## src/rtl/irq_stat_pkg.sv

```systemverilog
package irq_stat_pkg;
  localparam int STICKY_N = 3;
  localparam int IDX_WRERR = 0;
  localparam int IDX_MEMERR = 1;
  localparam int IDX_PWRFAIL = 2;
  localparam int IDX_HALT = 3;
  localparam int FLAG_N = 4;

  // next value of a set-dominant, write-zero-to-clear flag
  function automatic logic sticky_next(input logic q, input logic set, input logic clr);
    return set | (q & ~clr);
  endfunction

  // low nibble of the status word
  function automatic logic [FLAG_N-1:0] flag_pack(input logic halt,
                                                  input logic [STICKY_N-1:0] sticky);
    return {halt, sticky};
  endfunction
endpackage

```

## src/rtl/irq_evt_merge.sv

```systemverilog
module irq_evt_merge
  import irq_stat_pkg::*;
(
  input  logic                pwrfail_evt_i,
  input  logic                memerr_a_evt_i,
  input  logic                memerr_b_evt_i,
  input  logic                wrerr_evt_i,
  output logic [STICKY_N-1:0] set_o
);
  always_comb begin
    set_o              = '0;
    set_o[IDX_PWRFAIL] = pwrfail_evt_i;
    set_o[IDX_MEMERR]  = memerr_a_evt_i | memerr_b_evt_i;
    set_o[IDX_WRERR]   = wrerr_evt_i;
  end
endmodule

```

## src/rtl/irq_sticky_bit.sv

```systemverilog
module irq_sticky_bit
  import irq_stat_pkg::*;
(
  input  logic clk,
  input  logic rst_n,
  input  logic set_i,
  input  logic clr_i,
  output logic q_o,
  output logic rise_o
);
  always_ff @(posedge clk or negedge rst_n) begin
    if (!rst_n) q_o <= 1'b0;
    else        q_o <= sticky_next(q_o, set_i, clr_i);
  end

  assign rise_o = set_i & ~q_o;
endmodule

```

## src/rtl/irq_addr_capture.sv

```systemverilog
module irq_addr_capture #(
  parameter int ADDR_W = 32
) (
  input  logic              clk,
  input  logic              rst_n,
  input  logic              load_i,
  input  logic [ADDR_W-1:0] addr_i,
  output logic [ADDR_W-1:0] addr_o
);
  always_ff @(posedge clk or negedge rst_n) begin
    if (!rst_n)      addr_o <= '0;
    else if (load_i) addr_o <= addr_i;
  end
endmodule

```

## src/rtl/irq_status_reg.sv

```systemverilog
module irq_status_reg
  import irq_stat_pkg::*;
#(
  parameter int ADDR_W = 32,
  parameter int DATA_W = 32
) (
  input  logic                clk,
  input  logic                rst_n,
  input  logic                halt_req_i,
  input  logic                pwrfail_evt_i,
  input  logic                memerr_a_evt_i,
  input  logic                memerr_b_evt_i,
  input  logic                wrerr_evt_i,
  input  logic [ADDR_W-1:0]   wrerr_addr_i,
  input  logic                wr_en_i,
  input  logic [STICKY_N-1:0] wr_data_i,
  output logic [DATA_W-1:0]   rd_data_o,
  output logic [ADDR_W-1:0]   wrerr_addr_o,
  output logic                irq_o
);
  localparam int FILL_W = DATA_W - FLAG_N;

  // named internal events, observed by the bound checker
  logic [STICKY_N-1:0] set_evt;
  logic [STICKY_N-1:0] clr_req;
  logic [STICKY_N-1:0] sticky_q;
  logic [STICKY_N-1:0] rise_evt;
  logic                wrerr_rise;
  logic [FLAG_N-1:0]   flags;

  irq_evt_merge merge_i (
    .pwrfail_evt_i (pwrfail_evt_i),
    .memerr_a_evt_i(memerr_a_evt_i),
    .memerr_b_evt_i(memerr_b_evt_i),
    .wrerr_evt_i   (wrerr_evt_i),
    .set_o         (set_evt)
  );

  for (genvar g = 0; g < STICKY_N; g++) begin : g_flag
    assign clr_req[g] = wr_en_i & ~wr_data_i[g];
    irq_sticky_bit flag_i (
      .clk   (clk),
      .rst_n (rst_n),
      .set_i (set_evt[g]),
      .clr_i (clr_req[g]),
      .q_o   (sticky_q[g]),
      .rise_o(rise_evt[g])
    );
  end

  assign wrerr_rise = rise_evt[IDX_WRERR];

  irq_addr_capture #(.ADDR_W(ADDR_W)) addr_i (
    .clk   (clk),
    .rst_n (rst_n),
    .load_i(wrerr_rise),
    .addr_i(wrerr_addr_i),
    .addr_o(wrerr_addr_o)
  );

  assign flags     = flag_pack(halt_req_i, sticky_q);
  assign rd_data_o = {{FILL_W{1'b1}}, flags};
  assign irq_o     = |flags;
endmodule

```

## config.mk

```make
export PLATFORM = sky130hd
export DESIGN_NAME = irq_status_reg
export DESIGN_NICKNAME = d
export VERILOG_FILES = /design/src/rtl/irq_stat_pkg.sv /design/src/rtl/irq_evt_merge.sv /design/src/rtl/irq_sticky_bit.sv /design/src/rtl/irq_addr_capture.sv /design/src/rtl/irq_status_reg.sv
export SDC_FILE = /design/constraint.sdc
export NUM_CORES = 1
export LEC_CHECK = 0
export ABC_CLOCK_PERIOD_IN_PS = 2800
export CAP_MARGIN = 20
export CORE_MARGIN = 3
export CORE_UTILIZATION = 39
export CTS_CLUSTER_DIAMETER = 150
export DETAILED_ROUTE_END_ITERATION = 12
export MAX_ROUTING_LAYER = met4
export PLACE_DENSITY_LB_ADDON = 0.1
export SETUP_SLACK_MARGIN = 0.4
export SLEW_MARGIN = 10
export SYNTH_ARGS = -nofsm -noshare
export SYNTH_HDL_FRONTEND = slang
export SYNTH_SLANG_ARGS = --single-unit
```

## constraint.sdc

```tcl
create_clock -name clk -period 2.8 [get_ports clk]
set_clock_uncertainty 0.05 [all_clocks]
set_input_delay 0.56 -clock clk [delete_from_list [all_inputs] [get_ports clk]]
set_output_delay 0.56 -clock clk [all_outputs]
set_load 0.02 [all_outputs]
```

; Word level (Yosys, flattened, before mapping)
; Cells that the tools add are included.
[totals]
latchBits = 0
output_inout_bits = 65
register_bits = 35
word_cells = 23
input_bits = 43
mem_bits_rw = 0
rom_bits = 0
n_memories = 0
[classes]
n_mux = 0
div_mod_pow = 0
n_reduce_logical = 1
bitwise_logic = 18
mul = 0
addsub = 0
shift = 0
eq_ne = 0
order_cmp = 0
[op_table]
columns = operator, n
row1 = 1-bit bitwise AND, 7
row2 = 1-bit inverter, 7
row3 = 1-bit bitwise OR, 4
row4 = 4-bit OR reduction, 1

; Longest topological paths before layout
; Gate-level depths: netlist of run 1.
[logic_depth]
depth_word = 5
ltp_mapped = 4

; Hierarchy
; From an unflattened synthesis of run 1, not the netlist that was laid out.
[hier_totals]
hier_cells = 117
area_unflattened_um2 = 1741.7
[modules_own_cells]
columns = module, cells_each, instances, area_per_inst_um2, seq_area_each_um2
row1 = irq_addr_capture, 68, 1, 1345.0, 800.8
row2 = irq_status_reg, 34, 1, 247.7, 0.0
row3 = irq_sticky_bit, 4, 3, 42.5, 25.0
row4 = irq_evt_merge, 3, 1, 21.3, 0.0

; Least setup slack after synthesis of run 1
; OpenSTA, ideal clock, no wires.
[synth_path]
path_kind = input -> output
from = in halt_req_i
to = out irq_o
t_arrival_ns = 1.078
stages = 1
slack_ns = 1.112
cell_sequence = or4_1
[synth_via]
elab_chain_len = 1
[synth_lines]
columns = item, line
row1 = from (decl), irq_status_reg.sv:9  ; input logic halt_req_i,
row2 = 4-bit OR reduction, irq_status_reg.sv:63  ; assign irq_o = |flags;
row3 = to (decl), irq_status_reg.sv:19  ; output logic irq_o
; Every way passes these cells.

; Final worst setup path of run 1
; Ends and elaborated chain as after synthesis.

==> out/results.ini, run 1 <==
[run_status]
outcome = finished, final reports clean

[cells_and_area]
drive_above_1_share_pct = 23.3
fillCellCount = 303
n_antenna_cell = 0
fin_nets = 235
area_growth_pct = 44.5
postLayoutCellArea_mm2 = 0.00249

[min_path]
hold_class = primary input to async pin

[floorplan]
die_x_um = 72.4
rows = 23
core-area_mm2 = 0.00412
dieArea_mm2 = 0.00525
ios = 108
initial_core_util_pct = 41.8
fp.dieH_um = 72.4

[worst_setup_path]
r2r_start = g_flag[0].flag_i.q_o
worst-path-max-fanout = 2
r2r_setup_slack_ps = 1450
critPathLaunchType = primary input
reg2regPathDepth = 3
crit_arrival_ps = 1690
crit_path_end_kind = output pin
rr_endpoint = addr_i.addr_o[13]
critPathKind = primary input to output pin
cp.required_ps = 2190

[cts]
htreeDepth = 2
root_buffer = clkbuf_8
numCtsBuffers = 5
clkLatencyLatePin_ps = 280
numClockSinks = 35
ctsHoldBuffers = 0
clk_path_buf_depth = 2
cts_tree = done
clkSlewWorstSetupHoldPaths_ps = 60

[routing]
drcViolationCount = 0
drt-pass1-iter-count = 2
viasPerCell = 4.32
routed_wirelength_um = 3560
postRouteAntennaNets = 0
num_vias = 1050
drt_iter0_markers = 42
post_drt_wl_per_cell_um = 14.7

[placement]
gp_congestion = 0.740
dp_hpwl_um = 2730
dp_worst_setup_slack_ps = 266
place_area_mm2 = 0.00239
port_buffers = 79

[grt]
antenna_found_initial = 0
grt_pass1_vias = 1075
track_usage_pct = 14.0
grt_first_pass_wirelength_um = 5290
grt_max_degree = 36
grt_overflow_total = 0

[flow_run]
drv_cap = 0

[yosys]
avgSynthCellArea_um2 = 15.4
yosysWarnings = 0
yosysSeqAreaShare_pct = 50.9
synth.distinct_cells = 13
postSynthCellCount = 112
ys_seq_elements = 35
synthesis.area_mm2 = 0.00172

[power]
power_frac_clock_pct = 22.5
ir_drop_mv = 0.286
intPower_w = 0.00123
power_density_mw_per_mm2 = 707
pwr-share-seq_pct = 38.9
p_leak_nw = 1.11
p_sw_w = 0.000526
comb_power_share_pct = 38.7
swShare_pct = 29.9

[sta]
setup_viol = 0
fin_crit_sh_pct = 82.1
slew-limit-headroom_pct = 48.9
hold_viol = 0
max_freq_mhz = 435
tns_ps = 0
fin_ws_ps = 502
fin_crit_ps = 2300
worst_pin_slew_ps = 766
slew_viol_final = 0
rsz0062_at_grt = no

==> worst max-delay path by stage <==
stage,cells past startpoint,slack [ps],from,end
after floorplan,1,1110,halt_req_i,irq_o
after global placement,3,260,halt_req_i,irq_o
after detailed placement,3,270,halt_req_i,irq_o
after CTS,3,500,halt_req_i,irq_o
after global routing,3,460,halt_req_i,irq_o
final,3,500,halt_req_i,irq_o
==> through the flow <==
step	util (%)	hold slack (ps)	instances	total power (W)
floorplan	-	214	139	0.00108
global placement	58.1	436	235	0.00136
detailed placement	58.1	437	235	0.00138
CTS	60.5	326	243	0.00179
global route	60.5	358	243	0.00184
finish	60.5	299	243	0.00176
==> critical path, cell delays in order <==
cell,delay (ps)
clkdlybuf4s50_1,410
or4_1,380
dlygate4sd2_1,330
==> logic make-up (layout without fill, tap and decap cells) <==
kind of cell           after synthesis  count (layout)  synth area share [%]
and+or+nand+nor                      5               5                  1.89
buffers and inverters               36              90                  18.1
muxes                               32              32                  27.5
other                                1              28                 0.218
AOI/OAI and AO/OA                    3               3                  1.45
DFF                                 35              35                  50.9
==> synth_stat cells <==
cell type  count  area share, %
dfrtp_1       35             51
a21o_2         1           0.51
a211o_1        1           0.51
or4_1          1           0.44
nor2b_1        1           0.36
buf_4         32             14
buf_12         3            3.5
nand2b_1       3            1.1
mux2_4        30             26
a21o_1         1           0.44
conb_1         1           0.22
buf_6          1           0.65
mux2_2         2            1.3
==> power by group through the flow <==
stage	registers [W]	logic, W	clock network (W)
floorplan	0.000827	0.000253	0
global placement	0.000687	0.000678	0
detailed placement	0.000694	0.000684	0
CTS	0.000685	0.000688	0.000412
global route	0.000698	0.000710	0.000435
finish	0.000683	0.000680	0.000395
==> flip-flops by register name (all words and copies together), names as in the netlist <==
name	flops
g_flag.flag_i.q_o	3
addr_i.addr_o	32
==> layout make-up <==
type / instances / area [um2] / area share (%)
multi-input cells: 68 / 643 / 25.8
flip-flops and latches: 35 / 876 / 35.2
well taps: 50 / 62.6 / 2.51
clock buffers: 8 / 100 / 4.02
repair buffers: 82 / 807 / 32.4
==> placed cells by master (no fill, tap or decap), drive strengths merged <==
cell type	instances
or4	1
clkbuf	8
nor2b	1
mux2	32
dfrtp	35
dlygate4sd2	1
a21o	2
conb	28
nand2b	3
a211o	1
buf	4
clkdlybuf4s50	77
==> what timing repair did <==
item                                    4_1_cts  5_1_grt
gates resized for setup                       1        0
endpoints found under the setup margin        1        0
setup buffers                                 0        0
==> per-layer routing <==
layer	up-vias	global-route usage [%]	share of wire, %
met4	0	7.99	1.8
met2	77	20.7	47
met1	495	18.0	42
met5	-	-	0
met3	6	2.63	8.8
li1	472	-	-
Power figures use the tool's default switching activity.
==> inputs of run 2 (changes only) <==
ABC_CLOCK_PERIOD_IN_PS = 2400   (was 2800)
CORE_UTILIZATION = 37   (was 39)
clock period = 2.4 ns   (was 2.8 ns; I/O delays follow)
==> run 2 against run 1 <==
  * Die area increased by 5.0%
  * Critical path depth decreased by 1
  * Sequential share of layout area about the same
  * Clock power increased by 7.3%
  * Critical endpoint unchanged
  * Highest routed layer unchanged
  * Final area increased by 0.10%
  * Total power increased by 15%
  * Sequential power increased by 17%
  * Non-clock buffer count decreased by 1
  * Largest cell class unchanged
  * Register-to-register slack got worse by 380 ps
  * First-iteration DRC count unchanged
  * Global-route usage about the same
==> out/results.ini, run 2 (synthesized netlist as in run 1, its figures left out) <==
[grt]
grt_max_degree = 36  ; unchanged
antenna_found_initial = 0  ; unchanged
grt_first_pass_wirelength_um = 5500  ; +4.0%
grt_pass1_vias = 1084  ; +0.84%
grt_overflow_total = 0  ; unchanged
track_usage_pct = 14.0  ; about the same

[routing]
drt_iter0_markers = 42  ; unchanged
num_vias = 1042  ; -0.76%
post_drt_wl_per_cell_um = 14.9  ; +1.8%
viasPerCell = 4.29  ; -0.76%
drt-pass1-iter-count = 2  ; unchanged
postRouteAntennaNets = 0  ; unchanged
drcViolationCount = 0  ; unchanged
routed_wirelength_um = 3630  ; +1.8%

[worst_setup_path]
crit_path_end_kind = output pin
cp-endpoint = irq_o
r2r_setup_slack_ps = 1070  ; -380 ps
cp.required_ps = 1870  ; -320 ps
reg2regPathDepth = 3  ; unchanged
rr_endpoint = addr_i.addr_o[1]
critical_path_buf_inv_count = 1  ; -1
cpLargestDelayFamily = simple AND/OR/NAND/NOR gates
cpMaxStageDelayCell = or4_4
worst-path-max-fanout = 4  ; +2
critPathLaunchType = flip-flop
critPathKind = flip-flop to output pin
crit_arrival_ps = 1410  ; -280 ps
path_cells = or4_4 -> buf_6
r2r_start = g_flag[0].flag_i.q_o
crit_start = g_flag[0].flag_i.q_o
max_stage_delay_ps = 550  ; +140 ps
worst-path-stages = 2  ; -1

[cts]
numClockSinks = 35  ; unchanged
ctsHoldBuffers = 0  ; unchanged
clkLatencyLatePin_ps = 280  ; about the same
clkSlewWorstSetupHoldPaths_ps = 70  ; about the same
clk_path_buf_depth = 2  ; unchanged
numCtsBuffers = 5  ; unchanged
postCtsSetupBuffers = 0  ; unchanged
cts_tree = done
root_buffer = clkbuf_8
htreeDepth = 2  ; unchanged

[power]
p_leak_nw = 1.12  ; +0.82%
finalPower_w = 0.00202  ; +15%
power_density_mw_per_mm2 = 809  ; +15%
ir_drop_mv = 0.396  ; +39%

[sta]
slew_viol_final = 0  ; unchanged
slew-limit-headroom_pct = 49.9  ; +0.96 points
setup_viol = 0  ; unchanged
fin_crit_ps = 1940
fin_ws_ps = 461  ; -40.5 ps
worst_pin_slew_ps = 752  ; -14.4 ps
max_freq_mhz = 516
hold_viol = 0  ; unchanged
fin_crit_sh_pct = 80.8
rsz0062_at_grt = no
tns_ps = 0  ; unchanged

[flow_run]
drv_cap = 0  ; unchanged

[floorplan]
rows = 24  ; +4.3%
ios = 108  ; unchanged
die_x_um = 74.2  ; +2.5%
core-area_mm2 = 0.00441  ; +7.3%
fp.dieH_um = 74.2  ; +2.5%
dieArea_mm2 = 0.00551  ; +5.0%
initial_core_util_pct = 39.0  ; -2.8 points

[cells_and_area]
instances_no_fill = 243  ; unchanged
finish.utilization_pct = 56.4  ; -4.0 points
drive_above_1_share_pct = 24.1  ; +0.77 points
largest_reg_flops = 32  ; unchanged
fin_nets = 234  ; -0.43%
n_antenna_cell = 0  ; unchanged
layout_commonest_cell = clkdlybuf4s50_1
final_cell_mix = 75 x clkdlybuf4s50_1, 35 x dfrtp_1, 30 x mux2_4
area_growth_pct = 44.7
top_register = addr_i.addr_o
top_regs = addr_i.addr_o x32, g_flag.flag_i.q_o x3

[placement]
gp_congestion = 0.683  ; -7.7%
dp_hpwl_um = 2740  ; +0.58%
port_buffers = 79  ; unchanged
dp_worst_setup_slack_ps = 17.9  ; -248 ps
dp.cells = 236  ; +0.43%

[run_status]
outcome = finished, final reports clean

[min_path]
hold_class = primary input to async pin

run 2: where the power goes:
group / internal, W / switching, W / leakage (nW)
combinational: 0.000454 / 0.000341 / 0.670
clock: 0.000225 / 0.000199 / 0.0470
sequential: 0.000723 / 0.0000753 / 0.405
total: 0.00140 / 0.000615 / 1.12
run 2: layer usage:
| metal | vias up | GRT usage [%] | share of wire [%] |
|---|---|---|---|
| li1 | 469 | - | - |
| met1 | 504 | 16.6 | 39 |
| met2 | 62 | 21.6 | 50 |
| met3 | 7 | 5.00 | 9.7 |
| met4 | 0 | 5.93 | 1.6 |
| met5 | - | - | 0 |
run 2: how the worst min path moves through the flow:
stage | to | slack (ps) | start
6_report | addr_i.addr_o[27] | 210 | rst_n
5_1_grt | addr_i.addr_o[15] | 270 | rst_n
4_1_cts | addr_i.addr_o[18] | 240 | rst_n
3_5_place_dp | addr_i.addr_o[26] | 440 | addr_i.addr_o[26]
3_3_place_gp | g_flag[1].flag_i.q_o | 440 | g_flag[1].flag_i.q_o
2_1_floorplan | addr_i.addr_o[0] | 130 | rst_n
run 2: repair_timing:
action / 4_1_cts / 5_1_grt
resized for setup: 4 / 5
endpoints found under the setup margin: 2 / 1
pin swaps: 0 / 0
run 2: per-stage QoR:
step / hold slack [ps] / area [um2]
detailed placement: 444 / 2400
CTS: 245 / 2480
floorplan: 134 / 1820
global route: 270 / 2490
global placement: 441 / 2400
finish: 213 / 2490
run 2: worst reg2reg max path, cell delays in order (launching register included):
cell	delay, ps
dfrtp_1	440
nor2b_4	160
buf_4	250
mux2_4	330
run 2: final cells by class:
cell class              count  area (um2)
clock inverters             1        5.00
fillers                   366        1920
clock buffers               6        82.6
multi-input cells          68         647
flip-flops and latches     35         876
well taps                  52        65.1
repair buffers             81         816
==> inputs of run 3 (changes only) <==
ABC_CLOCK_PERIOD_IN_PS = 1800   (was 2400)
clock period = 1.8 ns   (was 2.4 ns; I/O delays follow)
==> run 3 against run 2 <==
  * Via count rose by 5.6%
  * First-iteration DRC count fell by 9.5%
  * Critical path depth did not move
  * Non-clock buffer count rose by 16
  * Sequential cell count did not move
  * Largest power group unchanged
  * Die area did not move
  * Clock power rose by 70%
==> out/results.ini, run 3 (synthesized netlist as in run 1, its figures left out) <==
[cts]
numCtsBuffers = 5  ; unchanged
ctsHoldBuffers = 0  ; unchanged
clk_path_buf_depth = 2  ; unchanged
htreeDepth = 2  ; unchanged
clkLatencyLatePin_ps = 280  ; about the same
clkSlewWorstSetupHoldPaths_ps = 70  ; about the same
root_buffer = clkbuf_8
numClockSinks = 35  ; unchanged
cts_tree = done

[worst_setup_path]
crit_path_end_kind = output pin
worst-path-max-fanout = 2  ; -2
critPathLaunchType = flip-flop
crit_arrival_ps = 1310  ; -100 ps
cp.required_ps = 1390  ; -480 ps
critPathKind = flip-flop to output pin

[cells_and_area]
largest_reg_flops = 32  ; unchanged
fin_nets = 250  ; +6.8%
area_growth_pct = 55.7
top_regs = addr_i.addr_o x32, g_flag.flag_i.q_o x3
fillCellCount = 348  ; -4.9%
final_cell_mix = 39 x clkdlybuf4s50_1, 35 x dfrtp_1, 32 x mux2_4
finish.utilization_pct = 60.7  ; +4.3 points
drive_above_1_share_pct = 41.3  ; +17 points
n_antenna_cell = 0  ; unchanged
layout_commonest_cell = clkdlybuf4s50_1
top_register = addr_i.addr_o

[floorplan]
fp.dieH_um = 74.2  ; unchanged
core-area_mm2 = 0.00441  ; unchanged
die_x_um = 74.2  ; unchanged
ios = 108  ; unchanged
rows = 24  ; unchanged
dieArea_mm2 = 0.00551  ; unchanged
initial_core_util_pct = 39.0  ; unchanged

[power]
p_leak_nw = 1.27  ; +13%
power_density_mw_per_mm2 = 1040  ; +28%
ir_drop_mv = 0.498  ; +26%

[routing]
drt-pass1-iter-count = 4  ; +2
drt_iter0_markers = 38  ; -9.5%
viasPerCell = 4.23  ; -1.3%
postRouteAntennaNets = 0  ; unchanged
drcViolationCount = 0  ; unchanged
num_vias = 1100  ; +5.6%
post_drt_wl_per_cell_um = 15.0  ; +0.81%
routed_wirelength_um = 3910  ; +7.9%

[min_path]
hold_class = primary input to async pin

[placement]
dp_hpwl_um = 2630  ; -4.2%
port_buffers = 79  ; unchanged
gp_congestion = 0.741  ; +8.6%
dp_worst_setup_slack_ps = -347  ; -365 ps

[sta]
fin_crit_sh_pct = 95.5
holdWs_ps = 57.1  ; -156 ps
hold_viol = 0  ; unchanged
setup_viol = 0  ; unchanged
fin_ws_ps = 80.8  ; -380 ps
max_freq_mhz = 582
slew_viol_final = 0  ; unchanged
fin_crit_ps = 1720
rsz0062_at_grt = yes

[grt]
grt_overflow_total = 0  ; unchanged
grt_first_pass_wirelength_um = 5930  ; +7.8%
track_usage_pct = 14.9  ; +0.87 points
grt_max_degree = 36  ; unchanged
antenna_found_initial = 0  ; unchanged
grt_pass1_vias = 1170  ; +7.9%

[flow_run]
drv_cap = 0  ; unchanged

[run_status]
outcome = finished, final reports clean

[run 3: routing by layer]
metal	GRT usage, %	share of wire (%)	vias to the layer above
met4	5.34	1.2	0
met3	3.38	11	5
met5	-	0	-
met1	19.8	43	517
met2	22.3	45	76
li1	-	-	502
[run 3: timing repair]
| action | in CTS | in global routing |
|---|---|---|
| setup endpoints to repair | 68 | 51 |
| gates cloned | 3 | 0 |
| setup buffers | 8 | 1 |
| resized for setup | 97 | 23 |
| hold endpoints to repair | 0 | 0 |
| pin swaps | 1 | 0 |
[run 3: worst max-delay path, stage by stage, from the launching register on]
cell	delay, ps
dfrtp_1	380
or4_4	510
buf_6	150
[run 3: layout make-up]
type,count,area (um2),area share (%)
Timing Repair Buffer,97,968,36.1
Multi-Input combinational cell,68,654,24.4
Clock buffer,6,82.6,3.08
Sequential cell,35,876,32.7
Tap cell,52,65.1,2.43
Clock inverter,2,35.0,1.31
[run 3: path summary, 6_finish.rpt]
kind | end | slack (ps) | startpoint | depth (start not counted)
worst max-delay path | irq_o | 80 | g_flag[1].flag_i.q_o | 2
worst min-delay path | addr_i.addr_o[10] | 60 | rst_n | 2
worst max register to register | addr_i.addr_o[16] | 210 | g_flag[0].flag_i.q_o | 7
worst min register to register | addr_i.addr_o[23] | 460 | addr_i.addr_o[23] | 1
max in group asynchronous | g_flag[2].flag_i.q_o | 1330 | rst_n | 2
min in group clk | g_flag[0].flag_i.q_o | 390 | wrerr_evt_i | 2
[run 3: report_power, final]
part / switching (W) / internal (W) / total, W
clock: 0.000274 / 0.000448 / 0.000722
sequential: 0.0000997 / 0.000964 / 0.00106
combinational: 0.000468 / 0.000524 / 0.000992
[run 3: stage by stage]
| stage | instance area, um2 | total power [W] | cells | TNS (ps) |
|---|---|---|---|---|
| detailed placement | 2440 | 0.00215 | 240 | -432 |
| CTS | 2740 | 0.00286 | 259 | 0 |
| floorplan | 1830 | 0.00168 | 139 | 0 |
| global placement | 2440 | 0.00214 | 240 | -404 |
| global route | 2680 | 0.00292 | 260 | 0 |
| finish | 2680 | 0.00278 | 260 | 0 |
